`src/rtl/adc_rbuf_pkg.sv`:
```
package adc_rbuf_pkg;
    typedef enum logic [1:0] {
        S_INDEXED = 2'd0,
        S_QUEUED  = 2'd1,
        S_PACKED  = 2'd2
    } rbuf_state_t;
endpackage

```
`src/rtl/adc_rbuf_fmt.sv`:
```
module adc_rbuf_fmt #(
    parameter int W = 16
) (
    input  logic         twos,
    input  logic [W-1:0] code,
    output logic [W-1:0] word
);
    // Offset binary to two's complement: flip the sign position only.
    always_comb begin
        word = code;
        if (twos) word[W-1] = ~code[W-1];
    end
endmodule

```
`src/rtl/adc_rbuf_regs.sv`:
```
module adc_rbuf_regs #(
    parameter int W     = 16,
    parameter int NREG  = 4,
    localparam int IW   = $clog2(NREG)
) (
    input  logic            clk,
    input  logic            rst_n,
    input  logic            flush,
    input  logic            wr,
    input  logic [IW-1:0]   wr_idx,
    input  logic [W-1:0]    din,
    input  logic            rd,
    input  logic [IW-1:0]   rd_idx,
    output logic [W-1:0]    rd_word,
    output logic [NREG-1:0] vld
);
    logic [W-1:0] regs_q [NREG];

    genvar g;
    generate
        for (g = 0; g < NREG; g++) begin : g_reg
            always_ff @(posedge clk or negedge rst_n) begin
                if (!rst_n) begin
                    regs_q[g] <= '0;
                    vld[g]    <= 1'b0;
                end else if (flush) begin
                    regs_q[g] <= '0;
                    vld[g]    <= 1'b0;
                end else if (wr && wr_idx == IW'(g)) begin
                    regs_q[g] <= din;
                    vld[g]    <= 1'b1;
                end else if (rd && rd_idx == IW'(g)) begin
                    vld[g]    <= 1'b0;
                end
            end
        end
    endgenerate

    assign rd_word = regs_q[rd_idx];
endmodule

```
`src/rtl/adc_rbuf_fifo.sv`:
```
module adc_rbuf_fifo #(
    parameter int W     = 16,
    parameter int DEPTH = 8,
    localparam int PW   = $clog2(DEPTH),
    localparam int LW   = $clog2(DEPTH + 1)
) (
    input  logic          clk,
    input  logic          rst_n,
    input  logic          flush,
    input  logic          push,
    input  logic [W-1:0]  din,
    input  logic [1:0]    pop_cnt,
    output logic [W-1:0]  head0,
    output logic [W-1:0]  head1,
    output logic [LW-1:0] level
);
    logic [W-1:0]  mem_q [DEPTH];
    logic [PW-1:0] wptr_q, rptr_q;
    logic [PW-1:0] rptr_nx;

    assign rptr_nx = rptr_q + PW'(1);
    assign head0   = mem_q[rptr_q];
    assign head1   = mem_q[rptr_nx];

    always_ff @(posedge clk or negedge rst_n) begin
        if (!rst_n) begin
            wptr_q <= '0;
            rptr_q <= '0;
            level  <= '0;
        end else if (flush) begin
            wptr_q <= '0;
            rptr_q <= '0;
            level  <= '0;
        end else begin
            if (push) wptr_q <= wptr_q + PW'(1);
            rptr_q <= rptr_q + PW'(pop_cnt);
            level  <= level + LW'(push) - LW'(pop_cnt);
        end
    end

    always_ff @(posedge clk) begin
        if (push && !flush) mem_q[wptr_q] <= din;
    end
endmodule

```
`src/rtl/adc_rbuf.sv`:
```
module adc_rbuf
    import adc_rbuf_pkg::*;
#(
    parameter int RES_W      = 16,
    parameter int NUM_REGS   = 4,
    parameter int FIFO_DEPTH = 8,
    parameter int XFER_WORDS = 4,
    localparam int IDX_W     = $clog2(NUM_REGS),
    localparam int LVL_W     = $clog2(FIFO_DEPTH + 1),
    localparam int XCNT_W    = $clog2(XFER_WORDS + 1)
) (
    input  logic                clk,
    input  logic                rst_n,
    input  logic                fifo_mode,
    input  logic                pack_en,
    input  logic                twos_fmt,
    input  logic                res_valid,
    input  logic [IDX_W-1:0]    res_idx,
    input  logic [RES_W-1:0]    res_code,
    input  logic                cpu_rd,
    input  logic                dma_rd,
    input  logic [IDX_W-1:0]    rd_idx,
    output logic [2*RES_W-1:0]  rd_data,
    output logic                data_ready,
    output logic                dma_req,
    output logic [NUM_REGS-1:0] valid_mask,
    output logic [LVL_W-1:0]    fifo_level,
    output logic                ovf_evt,
    output logic                unf_evt,
    output logic                dma_done
);
    rbuf_state_t state_q, state_d;
    logic              mode_chg, rd_any;
    logic [RES_W-1:0]  fmt_word, reg_word, head0, head1;
    logic              reg_wr, reg_rd, fifo_push, rd_ok, ovf_d, unf_d;
    logic [1:0]        pop_cnt, need;
    logic              enough, full;
    logic [XCNT_W-1:0] xcnt_q;

    // Next state comes straight from configuration.
    always_comb begin
        state_d = S_INDEXED;
        if (fifo_mode) state_d = pack_en ? S_PACKED : S_QUEUED;
    end

    always_ff @(posedge clk or negedge rst_n) begin
        if (!rst_n) state_q <= S_INDEXED;
        else        state_q <= state_d;
    end

    assign mode_chg = (state_d != state_q);
    assign rd_any   = cpu_rd | dma_rd;
    assign full     = (fifo_level == LVL_W'(FIFO_DEPTH));

    adc_rbuf_fmt #(.W(RES_W)) fmt_i (
        .twos(twos_fmt), .code(res_code), .word(fmt_word)
    );

    adc_rbuf_regs #(.W(RES_W), .NREG(NUM_REGS)) regs_i (
        .clk(clk), .rst_n(rst_n), .flush(mode_chg),
        .wr(reg_wr), .wr_idx(res_idx), .din(fmt_word),
        .rd(reg_rd), .rd_idx(rd_idx),
        .rd_word(reg_word), .vld(valid_mask)
    );

    adc_rbuf_fifo #(.W(RES_W), .DEPTH(FIFO_DEPTH)) fifo_i (
        .clk(clk), .rst_n(rst_n), .flush(mode_chg),
        .push(fifo_push), .din(fmt_word), .pop_cnt(pop_cnt),
        .head0(head0), .head1(head1), .level(fifo_level)
    );

    // Per-state output and strobe decoding.
    always_comb begin
        rd_data    = '0;
        data_ready = 1'b0;
        reg_wr     = 1'b0;
        reg_rd     = 1'b0;
        fifo_push  = 1'b0;
        pop_cnt    = 2'd0;
        ovf_d      = 1'b0;
        unf_d      = 1'b0;
        rd_ok      = 1'b0;
        need       = (state_q == S_PACKED) ? 2'd2 : 2'd1;
        enough     = (fifo_level >= LVL_W'(need));
        unique case (state_q)
            S_INDEXED: begin
                rd_data    = {{RES_W{1'b0}}, reg_word};
                data_ready = |valid_mask;
                reg_wr     = res_valid && !mode_chg;
                reg_rd     = rd_any && !mode_chg;
                rd_ok      = valid_mask[rd_idx];
            end
            S_QUEUED, S_PACKED: begin
                if (enough)
                    rd_data = (state_q == S_PACKED) ? {head1, head0}
                                                    : {{RES_W{1'b0}}, head0};
                data_ready = enough;
                fifo_push  = res_valid && !mode_chg && !full;
                ovf_d      = res_valid && !mode_chg && full;
                unf_d      = rd_any && !mode_chg && !enough;
                rd_ok      = enough;
                if (rd_any && !mode_chg && enough) pop_cnt = need;
            end
            default: ;
        endcase
    end

    assign dma_req = data_ready;

    always_ff @(posedge clk or negedge rst_n) begin
        if (!rst_n) begin
            ovf_evt  <= 1'b0;
            unf_evt  <= 1'b0;
            dma_done <= 1'b0;
            xcnt_q   <= '0;
        end else begin
            ovf_evt  <= ovf_d;
            unf_evt  <= unf_d;
            dma_done <= 1'b0;
            if (mode_chg) begin
                xcnt_q <= '0;
            end else if (dma_rd && rd_ok) begin
                if (xcnt_q == XCNT_W'(XFER_WORDS - 1)) begin
                    xcnt_q   <= '0;
                    dma_done <= 1'b1;
                end else begin
                    xcnt_q <= xcnt_q + XCNT_W'(1);
                end
            end
        end
    end
endmodule

```
`config.mk`:
```
export PLATFORM = sky130hd
export DESIGN_NAME = adc_rbuf
export DESIGN_NICKNAME = d
export VERILOG_FILES = /design/src/rtl/adc_rbuf_pkg.sv /design/src/rtl/adc_rbuf_fmt.sv /design/src/rtl/adc_rbuf_regs.sv /design/src/rtl/adc_rbuf_fifo.sv /design/src/rtl/adc_rbuf.sv
export SDC_FILE = /design/constraint.sdc
export NUM_CORES = 1
export LEC_CHECK = 0
export BUFFER_PORTS_ARGS = -buffer_cell sky130_fd_sc_hd__buf_4
export CAP_MARGIN = 40
export CORE_MARGIN = 10
export CORE_UTILIZATION = 61
export DETAILED_ROUTE_END_ITERATION = 10
export PLACE_DENSITY = 0.8
export SYNTH_ARGS = -nofsm -noshare
export SYNTH_HDL_FRONTEND = slang
export SYNTH_HIERARCHICAL = 1
export SYNTH_SLANG_ARGS = --single-unit
```
`constraint.sdc`:
```
create_clock -name clk -period 3.9 [get_ports clk]
set_input_delay 0.195 -clock clk [delete_from_list [all_inputs] [get_ports clk]]
set_output_delay 0.195 -clock clk [all_outputs]
set_load 0.05 [all_outputs]
```
**Word-level counts from Yosys, hierarchy flattened**

Memory sizes are Yosys's and may differ from the RTL's.
Cells that the tools add are included.

- Register bits: 86
- Latch bits: 0
- Bits in writable memories: 128
- Bits in read-only memories: 0
- Input bits: 28
- Output and inout bits: 45
- Word-level logic and storage cells: 127
- Memories: 1

- Add/sub/neg operators: 6
- Multipliers: 0
- Div/mod/pow operators: 0
- Magnitude comparators: 3
- Equality and inequality tests: 11
- Shifts and indexed selects: 0
- Muxes and demuxes: 53
- Bitwise logic cells: 3
- Reduce and logical (&&, ||, !) cells: 34

Memories:

| memory | depth | width | read ports | clocked after memory_dff | write ports | RTL line | RTL |
|---|---|---|---|---|---|---|---|
| fifo_i.mem_q | 8 | 16 | 2 | 0 | 1 | adc_rbuf_fifo.sv:17 | `logic [W-1:0] mem_q [DEPTH];` |

Operators with widths:

| cell | count |
|---|---|
| 16-bit two-way mux | 10 |
| 32-bit two-way mux | 2 |
| 32-bit case mux with 2 select lines | 1 |
| 16-bit binary-select mux with 2-bit select | 1 |
| 1-bit two-way mux | 24 |
| 3-bit two-way mux | 6 |
| 1-bit logical AND | 16 |
| 2-bit nonzero test | 6 |
| 3-bit nonzero test | 4 |
| 2-bit == test (second input constant) | 5 |
| 2-bit two-way mux | 5 |
| 3-bit by 1-bit adder with 3-bit output (second input constant) | 3 |
| 2-bit by 1-bit == test with 1-bit output (second input constant) | 3 |
| 2-bit logical NOT | 3 |
| 4-bit by 1-bit adder with 4-bit output | 1 |
| 4-bit == test (second input constant) | 1 |
| 4-bit by 2-bit greater-or-equal comparator with 1-bit output | 1 |
| 4-bit two-way mux | 1 |
| 1-bit case mux with 2 select lines | 2 |
| 4-bit OR reduction | 1 |
| 4-bit by 2-bit subtractor with 4-bit output | 1 |
| 3-bit by 2-bit adder with 3-bit output | 1 |
| 3-bit by 2-bit == test with 1-bit output (second input constant) | 1 |
| 3-bit greater-or-equal comparator (second input constant) | 1 |
| other kinds (8) | 10 |

**Depth between registers and ports, before layout**

Gate-level depths: netlist of run 1.

- Depth in word-level cells: 10
- Depth in mapped cells: 14
- Depth with buffers taken out: 14

**Hierarchy**

The synthesis of run 1 kept the hierarchy.

By module, submodules not included:

| module | times used | cells each | area each (µm²) |
|---|---|---|---|
| adc_rbuf_fifo | 1 | 305 | 6,550.0 |
| adc_rbuf_regs | 1 | 267 | 3,427.0 |
| adc_rbuf | 1 | 117 | 895.9 |
| adc_rbuf_fmt | 1 | 16 | 121.4 |

**Worst setup path before layout of run 1**

OpenSTA, ideal clock, no wires.

- Path kind: reg-to-reg
- Start: register state_q[0]
- End: memory fifo_i.mem_q[2][0] (enable)
- Data arrival time: 3,097 ps
- Setup slack: 373 ps
- Stages on the path, launching flop included: 10
- Path buffers: 2
- Clock period less this slack: 3,527 ps
- Path through: dfrtp_1 nor2_1 a21oi_1 a21oi_1 clkbuf_1 nand3_1 nor2_1 clkbuf_1 nand2_1 nor4_1

- Cells in the longest elaborated chain, start to end: 8
- Elaborated cells between the ends (all ways): 11
- Classes of those cells: eq/ne (3); mux (3); reduce/logical (5)

Ends and longest elaborated chain:

| item | RTL line | RTL |
|---|---|---|
| start, declared | adc_rbuf.sv:32 | `rbuf_state_t state_q, state_d;` |
| start signal, assigned | adc_rbuf.sv:48 | `else state_q <= state_d;` |
| 2-bit inequality test | adc_rbuf.sv:51 | `assign mode_chg = (state_d != state_q);` |
| 1-bit logical NOT | adc_rbuf.sv:98 | `fifo_push = res_valid && !mode_chg && !full;` |
| 1-bit logical AND (2 in a row) | adc_rbuf.sv:98 |  |
| 1-bit two-way mux (*) | adc_rbuf.sv:85 | `unique case (state_q)` |
| net fifo_push | adc_rbuf.sv:35 | `logic reg_wr, reg_rd, fifo_push, rd_ok, ovf_d, unf_d;` |
| 1-bit logical AND (*) | adc_rbuf_fifo.sv:42 | `if (push && !flush) mem_q[wptr_q] <= din;` |
| 1-bit two-way mux (*) | adc_rbuf_fifo.sv:42 |  |
| 1-bit two-way mux (not written as such) (*) | adc_rbuf_fifo.sv:42 |  |
| end, declared | adc_rbuf_fifo.sv:17 |  |

The timed path passes the listed nets; every way through them passes the cells marked *.

**Worst setup path after layout of run 1**

- Start: register state_q[0]
- End: register fifo_i.level[2]

- Cells in the longest elaborated chain, start to end: 8
- Elaborated cells between the ends (all ways): 17
- Classes of those cells: add/sub (2); order compare (1); eq/ne (3); mux (5); reduce/logical (6)

Ends and longest elaborated chain:

| item | RTL line | RTL |
|---|---|---|
| 2-bit == test or 2-bit inequality test (tied branches) | adc_rbuf.sv:83, adc_rbuf.sv:85, adc_rbuf.sv:51 |  |
| 2-bit two-way mux or 1-bit logical NOT (tied branches) | adc_rbuf.sv:83, adc_rbuf.sv:102 |  |
| 4-bit by 2-bit greater-or-equal comparator with 1-bit output or 1-bit logical AND (tied branches) | adc_rbuf.sv:84, adc_rbuf.sv:102 |  |
| 1-bit logical AND | adc_rbuf.sv:102 | `if (rd_any && !mode_chg && enough) pop_cnt = need;` |
| 2-bit two-way mux | adc_rbuf.sv:102 |  |
| 2-bit two-way mux (*) | adc_rbuf.sv:85 |  |
| net pop_cnt[0] | adc_rbuf.sv:36 | `logic [1:0] pop_cnt, need;` |
| 4-bit by 2-bit subtractor with 4-bit output (*) | adc_rbuf_fifo.sv:37 | `level <= level + LW'(push) - LW'(pop_cnt);` |
| 4-bit two-way mux (*) | adc_rbuf_fifo.sv:30 | `end else if (flush) begin` |
| end signal, assigned | adc_rbuf_fifo.sv:37 |  |
| end, declared | adc_rbuf_fifo.sv:15 | `output logic [LW-1:0] level` |

Marks and branches as above.
A chain may end at the register's enable or synchronous reset.

==> metrics list, run 1 <==
- Result of the run: complete, no violations
- Synthesized-area fraction occupied by adder cells: slightly below 2%
- Initial antenna violation count: 0
- Clock Path Buffers: 3
- For met3 alone, demand over resource in global routing was a little over 3%.
- Number of failing hold endpoints at the final stage: 0
* Sequential cell area: around 6000 um2
- Die Width: 154 um
* TritonCTS clock tree: yes
* Multiplexer area fraction after synthesis: about 27%
* Overall die area: 23800 um2
* CTS root buffer: clkbuf_16
- Final Setup Violations: 0
* Fraction of layout instances using a drive strength above 1: about 29%
* Largest driver fanout on the critical path: 4
- CP Launch Type: flip-flop
- The synthesized netlist devotes 2.46% of its cell area to compound gates.
- Min-Delay Path Class: primary input to flip-flop
- Crit path arrival time: 3.63 ns
* Reg-to-Reg Start: state_q[0]
- Routability Congestion: 0.839
- Number of cells produced by synthesis: 705
- P_sw: 1.46 mW
* Leading cell type in the layout, fill and taps excluded: edfxtp_1
- Internal power of the cells: 4.06 mW
- Pin count of the biggest net entering global routing: 90
* Via total after detailed routing: approximately 6.6k
- Setup_tns: 0 ns
* Period utilisation layout: between 80% and 90%
* Proportion of power drawn by combinational gates: 16.6%
* Main combinational cell family by area after synthesis: multiplexers
* Worst vdd ir: approximately 0.39 mV
- The share of total power dissipated in the clock network is approximately two fifths.
- After detailed routing, the number of vias per cell comes to around 6.4.
- RSZ-0062 raised after global routing: no
* Number of antenna cells inserted: 0
- Number of I/O pins: 73
* Synthesized cell area: 11000 um2
- Ys flop type: edfxtp_1
* H-tree depth: 1
- Counting stages on the worst path, the most repeated cell is ha_1.
- Leaving out fill and tap cells, the most frequent cells in the layout are edfxtp_1 (128), buf_4 (95), nand2b_1 (87).
* Area delta synth->final: 15.2%
- For this block, the initial DRC count from the detailed router was between 500 and 600.
- Average size of a mapped cell: about 16 um2
- The total overflow left after global routing is 0.
* Register share of total power: roughly 45%
- Of the post-synthesis cell area, the dominant cell type holds between 30% and 40%.
- Across the routed clock network, the largest skew measured is between 0.01 and 0.015 ns.
* Area leader, netlist: edfxtp_1
- The wire-length estimate of the detail-placed layout is 17000 um.
- For this run, the number of Yosys warnings is 6.
- The slowest stage of the critical path is the a2111o_1 cell.
* Worst EP required: around 4.3 ns
- Summing the areas of all and, or, nand and nor instances in the mapped netlist gives 9.25% of the synthesized area.
- Placed cells: 970
* Number of non-filler instances in the completed layout: between 1k and 1.5k
- Counting flops and latches in the post-synthesis netlist gives ~210.
* Clock latency of the later-clocked register in the worst-skew pair: 0.52 ns
- Areal power density over the cells: around 440 nW/um2
- Critical path capture point type: flip-flop
- Minimum clock period: 3.25 ns
* Global Route met2 Usage: approximately 36%
- The endpoint identified for the worst register-to-register timing path is fifo_i/level[2].
- Vias in the first global route: ~7k
- In this run the static leakage power is around 5.1 nW.
- Buffers added to address setup during post-CTS repair amount to 0.
- Ys async rst share: about 40%
- Number of cells on the worst hold path: 3
- In this run the vertical extent of the chip is approximately 150 um.
- Initial standard-cell utilization of the core: 61.6%
- Remaining antenna violation count: 0
- Counting every net in the synthesized netlist gives roughly 750.
* TritonCTS Buffers: 23
* Number of buffers added on ports: 72
* Reg2Reg Depth: 13
- Mean routed wirelength per cell: 24.6 um
* Placement Cell Area: 11700 um2
- After detailed routing, the total wire length is approximately 25000 um.
* Global-route track usage on met1: 28.1%
* Post-synthesis share of cell area spent on xor and xnor gates: less than 1%
- Pins over their slew limit: 0
- Kind of critical path: flip-flop to flip-flop
- Summing all multi-input logic gate instances after layout gives about 4600 um2.
- Sequential share of the synthesized area: between 50% and 60%
- At the end of the flow, the number of nets in the layout was 830.
- Filler Cell Count: 1094
- Origin of the worst min-delay path: res_idx[1]
- Cell types occupying the most area after synthesis: edfxtp_1 (35%), dfrtp_1 (20%), mux4_2 (10%)
* Clock-pin slew reported for the worst setup and hold paths after clock tree synthesis: 0.06 ns
- For this run, design rule violations remaining after detail routing come to 0.
- Register-to-register setup slack: roughly 0.65 ns
- Placeable core region: roughly 18000 um2
- Yosys cell types: 47
* Design Area, Final: around 13000 um2
- Net switching fraction of the power: around a quarter
* Maximum clock rate: just over 0.3 GHz
- Total power: around 5.5 mW
- Initial DRT Pass Iterations: 5
* GRT Max-Usage Layer: met2
- Traced cell by cell, the critical path runs through inv_1 > ha_1 > inv_1 > ha_1 > nand2b_1 > a2111o_1 > nor3b_1 > ha_1 > inv_1 > ha_1 > fa_1 > xnor2_1 > nor2_1.
- After floorplanning, the core was divided into 49 placement rows.
- Grouping stages by cell kind, the critical path spends the most delay in adder cells.
- Global-route wire length before repair: approximately 40000 um
- Measured against its own limit, the worst slew margin works out to roughly 42%.
- Count of maximum capacitance violations: 0
- Worst Hold Endpoint: regs_i/regs_q[60]
* Biggest cell delay along the critical path: 0.46 ns
- CP Buf/Inv Count: 3
- Aggregate global-route resource usage: a little over a fifth
- Actual transition at the worst max-transition pin: 0.867 ns
* Number of clock sinks: between 200 and 250
- In this run, synthesis inferred between 100 and 150 flip-flops with an integrated enable.
[tightest hold or removal path, delay by kind of cell]
family        cells  cell delay, ns
simple gates      1            0.08
buf+inv           1            0.12
mux               1            0.12
[flip-flops by register name, indices dropped and copies added, names as in the netlist]
name	cells
unf_evt	1
state_q	2
regs_i/vld	4
ovf_evt	1
fifo_i/rptr_q	3
fifo_i/mem_q	128
fifo_i/wptr_q	3
xcnt_q	3
fifo_i/level	4
regs_i/regs_q	64
dma_done	1
[cell families after synthesis]
group | after synthesis
AO/OA/AOI/OAI | 35
XOR/XNOR | 7
adder cells (fa/ha/maj) | 16
buffers and inverters | 78
flip-flops | 214
multiplexers | 181
AND/OR/NAND/NOR | 174
[power by group through the flow]
| stage | Clock, mW | Sequential (mW) | Combinational, mW |
|---|---|---|---|
| final | 2.14 | 2.47 | 0.916 |
| after global routing | 2.24 | 2.47 | 0.978 |
| after CTS | 2.15 | 2.47 | 0.919 |
| after detailed placement | 0 | 2.51 | 0.896 |
| after global placement | 0 | 2.51 | 0.863 |
| after floorplan | 0 | 2.55 | 0.613 |
[timing repair]
item	in CTS	in global routing
hold buffers	20	0
endpoints found under the hold margin	156	0
resized for setup	0	0
[metal layers]
metal  wire, um  share of wire, %
met5          0                 0
met4        619               2.4
met3       1470               5.8
met2      12900                51
met1      10400                41
[final cells by class]
type,instances,area share (%)
Clock buffer,36,5.65
Clock inverter,6,0.277
Inverter,15,0.445
Multi-Input combinational cell,413,36.0
Sequential cell,214,47.4
Tap cell,229,2.26
Timing Repair Buffer,119,7.96
[Yosys cell counts, drive strengths merged, types with 5 or more instances]
cell / count
a21oi: 6
a22oi: 16
and2: 17
buf: 41
clkbuf: 22
dfrtp: 86
edfxtp: 128
ha: 14
inv: 15
mux2: 32
mux2i: 69
mux4: 80
nand2: 8
nand2b: 87
nor2: 30
nor3b: 5
xor2: 5
[stage by stage]
| stage | setup WS [ns] | hold WS, ns | util (%) |
|---|---|---|---|
| 2_1_floorplan | 0.373 | -0.101 | - |
| 3_3_place_gp | 0.786 | 0.376 | 65.2 |
| 3_5_place_dp | 0.655 | 0.193 | 65.6 |
| 4_1_cts | 0.638 | 0.0425 | 71.0 |
| 5_1_grt | 0.392 | 0.0698 | 71.0 |
| 6_report | 0.645 | 0.0552 | 71.0 |
[worst max path at each step]
| stage | end | slack (ns) | cells past startpoint | start |
|---|---|---|---|---|
| after floorplan | fifo_i/mem_q[2][0] | 0.37 | 9 | state_q[0] |
| after global placement | fifo_i/level[3] | 0.79 | 14 | state_q[0] |
| after detailed placement | fifo_i/level[3] | 0.65 | 14 | state_q[0] |
| after CTS | fifo_i/level[2] | 0.64 | 13 | state_q[0] |
| after global routing | fifo_i/level[3] | 0.39 | 14 | state_q[0] |
| final | fifo_i/level[2] | 0.65 | 13 | state_q[0] |
(Power assumes the default switching activity.)
==> run 2: changes to the inputs <==
CORE_UTILIZATION = 55   (was 61)
PLACE_DENSITY = 0.76   (was 0.8)
clock period = 2.71 ns   (was 3.9 ns; I/O delays follow)
==> run 2 against run 1 <==
  * The flow now finishes with violations (negative setup slack)
  * Final cell count up 7.5%
  * Register-to-register slack worse by 0.83 ns
  * Sequential cell count unchanged
  * Sequential power up 44%
  * First-iteration DRC count down 13%
  * Critical path depth down 1
  * Core utilization down 2.2 points
  * Setup slack worse by 0.88 ns
  * Combinational power up 71%
  * Cell area up 6.3%
  * Die area up 9.5%
==> metrics list, run 2 (synthesized netlist as in run 1, its figures left out) <==
- Worst Setup Slack, final: -0.237 ns (-0.883 ns)
- Area occupied by multi-input gates: 4820 um2 (+5.5%)
- The final worst clock skew was 0.0274 ns (+0.0134 ns).
* Number of failing hold endpoints at the final stage: 0 (unchanged)
* Starting DRC count in detailed routing: 483 (-13%)
- The worst path buffer plus inverter count was 5 (+2).
- Clock Path Buffers: 3 (unchanged)
- In the layout the commonest cells are edfxtp_1 (128), buf_4 (90), nand2b_1 (86).
* End-of-flow core utilization: 68.7% (-2.2 points)
- Fraction of layout instances using a drive strength above 1: 38.3% (+9.5 points)
- The final reports fail on negative setup slack.
- The per-cell routed wire length is 24.3 um (-1.2%).
* Residual DRC: 0 (unchanged)
* Period utilisation layout: 109%
- Number of vias per cell: 6.07 (-5.2%)
* CTS root buffer: clkbuf_16
- The required time of the critical path was 2.57 ns (-1.71 ns).
* Nets: 870 (+4.8%)
* Vias in the first global route: 7199 (+4.2%)
* Design Area, Final: 13500 um2 (+6.3%)
* TritonCTS clock tree: yes
* Minimum clock period: between 2 and 3 ns
- Min-Delay Path Class: primary input to flip-flop
* Total congestion overflow: 0 (unchanged)
* Slew headroom: 51.1% (+8.9 points)
- Crit path arrival time: 2.81 ns (-0.82 ns)
- The wire length of the first global-routing pass is 41400 um (+3.6%).
- H-tree depth: 1 (unchanged)
* Largest registers: fifo_i/mem_q: 128 flops, regs_i/regs_q: 64 flops
- Total detailed-routing wirelength: 27000 um (+6.2%)
- The minimum hold slack came to 0.0623 ns (+0.00709 ns).
* Number of I/O pins: 73 (unchanged)
- The width of the die came to 161 um (+4.6%).
* Area delta synth->final: 22.5%
- Register share of total power: 43.1% (-1.6 points)
* Initial standard-cell utilization of the core: 56.1% (-5.5 points)
- Proportion of power drawn by combinational gates: 19.0% (+2.4 points)
- The core area is 19600 um2 (+9.8%).
- Cells along the critical path: inv_2 > ha_4 > inv_2 > ha_4 > nand2b_4 > a2111o_1 > nand2_2 > buf_6 > nor3b_4 > buf_6 > and2_4 > buf_8
- The length of the first detailed-routing pass in iterations is 5 (unchanged).
- Leak Pwr: 5.38 nW (+5.5%)
* Pin count of the biggest net entering global routing: 99 (+10%)
- The power per unit of standard cell area is 614 nW/um2 (+41%).
- The worst setup path is captured at an output pin.
- Total power: 8.27 mW (+50%)
* Worst path top cell family by delay: simple AND/OR/NAND/NOR gates
- The worst-margin pin slew is 0.733 ns (-0.134 ns).
* Number of non-filler instances in the completed layout: 1109 (+7.5%)
- The post-detailed-placement cell area is 12000 um2 (+2.4%).
* Sequential cell area: 6000 um2 (about the same)
* Setup_tns: -5.74 ns (-5.74 ns)
- Number of buffers added on ports: 72 (unchanged)
- The number of placement rows is 51 (+4.1%).
- Pins over their slew limit: 0 (unchanged)
* HPWL reported at the end of detailed placement: 17600 um (+3.8%)
- The maximum resistive drop on vdd was 0.555 mV (+42%).
- Number of antenna cells inserted: 0 (unchanged)
- Leading cell type in the layout, fill and taps excluded: edfxtp_1
* Initial antenna violation count: 0 (unchanged)
- Cell with the largest stage delay on the worst path: dfrtp_1
- Number of clock sinks: 214 (unchanged)
- The number of inserted filler cells in the final layout came to 1264 (+16%).
- The total of max-cap violations is 0 (unchanged).
* Remaining antenna violation count: 0 (unchanged)
- The pre-CTS setup slack was -0.206 ns (-0.861 ns).
- The clock slew seen by the registers of the worst setup and hold paths came to 0.06 ns (about the same).
- The total clock buffers created by CTS is 24 (+4.3%).
* Part of the power in the clock network: 38.0% (-0.7 points)
- Kind of critical path: flip-flop to output pin
* Via total after detailed routing: 6734 (+1.9%)
- Placed cells: 1029 (+6.1%)
- Routability Congestion: 0.850 (+1.4%)
- Largest driver fanout on the critical path: 5 (+1)
* Result of the run: finished with violations
- The number of flip-flops in the largest register was 128 (unchanged).
- Maximum clock rate: 0.339 GHz
- Counting flops per register, the top entry is fifo_i/mem_q.
* Net switching fraction of the power: 26.9% (+0.42 points)
* P_sw: 2.22 mW (+52%)
- Internal power of the cells: 6.05 mW (+49%)
- The area of the die is 26000 um2 (+9.5%).
- Setup repair after global routing could not meet its margin everywhere.
* Clock latency of the later-clocked register in the worst-skew pair: 0.53 ns (about the same)
- The height of the die was 161 um (+4.6%).
- Aggregate global-route resource usage: 20.3% (-0.85 points)
- The setup violation total in the final timing report was 39 (+39).
- CP Launch Type: flip-flop
* Biggest cell delay along the critical path: 0.40 ns (-0.06 ns)
[run 2: cell types whose count changed in the layout (fill, tap and decap cells not counted), moves of 6 or more]
cell	change
buf_8	+15
buf_6	+23
a22oi_2	+11
ha_1	-6
a22oi_1	-11
and2_4	+18
and2_1	-15
[run 2: worst min-delay path, cell delays in order]
cell and delay (ns):
buf_4 0.13, o311a_4 0.15, mux2i_1 0.11
[run 2: path summary, 6_finish.rpt]
path | startpoint | end | slack (ns) | cells past startpoint
min in group asynchronous | rst_n | fifo_i/rptr_q[2] | 0.22 | 2
max reg2reg | state_q[0] | fifo_i/rptr_q[1] | -0.18 | 17
max in group asynchronous | rst_n | regs_i/regs_q[2] | 1.74 | 3
max | state_q[0] | rd_data[28] | -0.24 | 12
min | dma_rd | xcnt_q[0] | 0.06 | 3
min reg2reg | regs_i/regs_q[0] | regs_i/regs_q[0] | 0.54 | 2
[run 2: repair_timing]
action | in CTS | in global routing
cloned | 4 | 0
pin swaps | 9 | 22
resized for setup | 63 | 38
buffers inserted | 18 | 1
setup endpoints to repair | 37 | 188
hold endpoints to repair | 177 | 0
hold buffers | 22 | 0
[run 2: final cells by class]
class                   instances  share of cell area, %
clock inverters                 6                  0.353
multi-input cells             416                   35.8
clock buffers                  38                   5.45
repair buffers                155                   11.0
flip-flops and latches        214                   44.6
well taps                     265                   2.46
inverters                      15                  0.418
[run 2: power groups by stage]
| stage | logic [mW] | registers [mW] | clock network [mW] |
|---|---|---|---|
| final | 1.57 | 3.56 | 3.14 |
| after global routing | 1.65 | 3.56 | 3.32 |
| after CTS | 1.52 | 3.56 | 3.19 |
| after detailed placement | 1.34 | 3.62 | 0 |
| after global placement | 1.30 | 3.62 | 0 |
| after floorplan | 0.899 | 3.67 | 0 |
[run 2: routing by layer]
layer  track usage (%)  vias up  wire length (um)
li1                  -     2932                 -
met1              26.1     3498             10700
met2              35.1      243             14000
met3              2.90       61              1460
met4              5.87        0               788
met5                 0        -                 0
==> run 3: changes to the inputs <==
BUFFER_PORTS_ARGS = not set   (was -buffer_cell sky130_fd_sc_hd__buf_4)
CORE_UTILIZATION = 58   (was 55)
DONT_BUFFER_PORTS = 1   (was not set)
==> run 3 against run 2 <==
  * The run still ends with negative setup slack left
  * Sequential cell count did not move
  * Critical endpoint is now rd_data[0]
  * Critical path depth is 1 lower
  * Total power shrank 0.50%
  * Highest routed layer unchanged
  * Routed wire length increased by 2.1%
  * Worst hold slack worse by 0.021 ns
==> metrics list, run 3 (synthesized netlist as in run 1, its figures left out) <==
- The worst setup margin was -0.175 ns (+0.0620 ns).
* TritonCTS clock tree: yes
- Most common cell on crit path: buf_6
- The count of routing violations after the opening detailed-route iteration is 728 (+51%).
- Cell with the largest stage delay on the worst path: a2111o_1
* Placed cells: 950 (-7.7%)
- Area delta synth->final: 20.9%
- Kind of critical path: flip-flop to output pin
* CTS root buffer: clkbuf_16
- CP Launch Type: flip-flop
- The total of max-cap violations came to 0 (unchanged).
- The core area came to 18700 um2 (-4.5%).
- The via-per-instance ratio came to 6.48 (+6.8%).
- The number of placement rows came to 50 (-2.0%).
- The number of inserted filler cells in the final layout came to 1137 (-10%).
- Worst vdd ir: 0.499 mV (-10%)
- Number of buffers added on ports: 0 (-100%)
- Clock-pin slew reported for the worst setup and hold paths after clock tree synthesis: 0.06 ns (about the same)
* Reg with most FFs: fifo_i/mem_q
- TritonCTS Buffers: 24 (unchanged)
* Via total after detailed routing: 6731 (-0.045%)
- The global routing usage summed across all routing layers was 22.0% (+1.7 points).
- The clock insertion delay at the later pin of the skew report was 0.52 ns (about the same).
- The highest clock frequency the design can meet came to 0.347 GHz (+2.1%).
- The flow ran to the end, but the final reports show violations.
- The buffer depth of the longest clock path is 3 (unchanged).
* Largest registers: fifo_i/mem_q: 128 flops, regs_i/regs_q: 64 flops
- Clock Skew: 0.0154 ns (-0.0120 ns)
- The final design utilization was 71.0% (+2.3 points).
- Overall die height: 158 um (-2.3%)
- Total detailed-routing wirelength: 27600 um (+2.1%)
- Vias in the first global route: 7088 (-1.5%)
* Minimum clock period: 2.89 ns (-0.0620 ns)
* Flip-flop count of the largest register after layout: 128 (unchanged)
- Biggest cell delay along the critical path: 0.48 ns (+0.08 ns)
- Slew headroom: 60.7% (+9.6 points)
* Pin count of the biggest net entering global routing: 93 (-6.1%)
- Crit path arrival time: 2.75 ns (-0.06 ns)
- CP Buf/Inv Count: 5 (unchanged)
- The critical path goes through inv_2 > ha_4 > inv_4 > buf_6 > ha_4 > a2111o_1 > buf_6 > and2_4 > a22oi_2 > nor2_1 > buf_6.
- The tightest min-delay check is of the primary input to flip-flop type.
* Final worst hold slack: 0.0410 ns (-0.0214 ns)
- The power per unit of standard cell area is 619 nW/um2 (+0.83%).
* Total congestion overflow: 0 (unchanged)
- The checks that failed: negative setup slack.
* Remaining antenna violation count: 0 (unchanged)
* Leading cell type in the layout, fill and taps excluded: edfxtp_1
- The number of diodes came to 0 (unchanged).
- Leading cell types in the layout, fill and taps excluded: edfxtp_1 (128), nand2b_1 (86), dfrtp_1 (83)
* Design Area, Final: 13300 um2 (-1.3%)
* Critical path capture point type: output pin
- The number of remaining DRC errors was 0 (unchanged).
- The peak fanout along the critical path came to 5 (unchanged).
- The area of the die is 24900 um2 (-4.5%).
- The post-detailed-placement cell area was 11600 um2 (-2.9%).
* Nets: 834 (-4.1%)
- The width of the die was 158 um (-2.3%).
* Total power: 8.23 mW (-0.50%)
- The deepest level of the CTS H-tree is 1 (unchanged).
- The setup violation total in the final timing report came to 38 (-2.6%).
- The number of standard cells in the layout, taps in and fillers out was 1038 (-6.4%).
- The routability congestion estimate came to 0.819 (-3.6%).
- The top-level port count was 73 (unchanged).
- The share of post-route cells with drive strength above 1 came to 35.1% (-3.2 points).
* Period utilisation layout: 106% (-2.3 points)
- The leakage power summed over all cells is 5.19 nW (-3.6%).
- The clock sink count came to 214 (unchanged).
- The required time of the critical path is 2.57 ns (about the same).
- Initial DRT Pass Iterations: 5 (unchanged)
- On the critical path the largest part of the delay comes from compound AO/OA/AOI/OAI gates.
* RSZ-0062 raised after global routing: yes
- Pins over their slew limit: 0 (unchanged)
* Initial antenna violation count: 0 (unchanged)
- HPWL reported at the end of detailed placement: 16100 um (-8.5%)
- The worst-margin pin slew is 0.581 ns (-0.152 ns).
* Global-route wire length before repair: 41900 um (+1.1%)
- Mean routed wirelength per cell: 26.5 um (+9.1%)
* Number of failing hold endpoints at the final stage: 0 (unchanged)
- Initial standard-cell utilization of the core: 58.8% (+2.7 points)
[run 3: timing repair]
action / CTS / global route
gates resized for setup: 74 / 33
buffers inserted: 9 / 8
hold endpoints to repair: 287 / 0
endpoints found under the setup margin: 37 / 59
pin swaps: 14 / 19
gates cloned: 2 / 2
hold buffers: 30 / 0
[run 3: area by class of cell]
type / instances / area, um2 / area share [%]
Timing Repair Buffer: 119 / 1290 / 9.74
Clock inverter: 7 / 67.6 / 0.508
Tap cell: 234 / 293 / 2.20
Sequential cell: 214 / 6000 / 45.2
Clock buffer: 33 / 674 / 5.08
Inverter: 15 / 58.8 / 0.443
Multi-Input combinational cell: 416 / 4900 / 36.9
[run 3: through the flow]
| step | setup TNS, ns | worst slack (ns) |
|---|---|---|
| floorplan | -2.23 | -0.141 |
| global placement | -0.252 | -0.104 |
| detailed placement | -0.543 | -0.234 |
| CTS | -4.89 | -0.183 |
| global route | -11.13 | -0.227 |
| finish | -4.36 | -0.175 |
[run 3: final timing paths]
kind,from,endpoint,slack (ns),depth (start not counted)
setup reg to reg,state_q[0],fifo_i/level[3],-0.13,13
setup / recovery,state_q[0],rd_data[0],-0.18,11
max in group asynchronous,rst_n,regs_i/regs_q[34],2.13,2
min in group asynchronous,rst_n,dma_done,0.19,2
hold reg to reg,xcnt_q[2],xcnt_q[2],0.54,2
hold / removal,twos_fmt,regs_i/regs_q[15],0.04,3
[run 3: tightest hold or removal path: stages]
cell and delay [ns]:
xor2_1 0.09, nand2b_1 0.19, mux2i_1 0.09
[run 3: per-layer routing]
layer  vias up  global-route usage (%)  wire length, um
met5         -                       0                0
met2       259                    37.0            13900
met4         0                    6.01              547
met1      3570                    28.9            11200
li1       2863                       -                -
met3        39                    3.88             1910
[run 3: power breakdown]
part           switching [mW]  internal [mW]  leakage (nW)
Clock                    1.26           1.82         0.364
Combinational           0.901          0.680          2.48
Sequential             0.0529           3.51          2.34
Total                    2.21           6.01          5.19
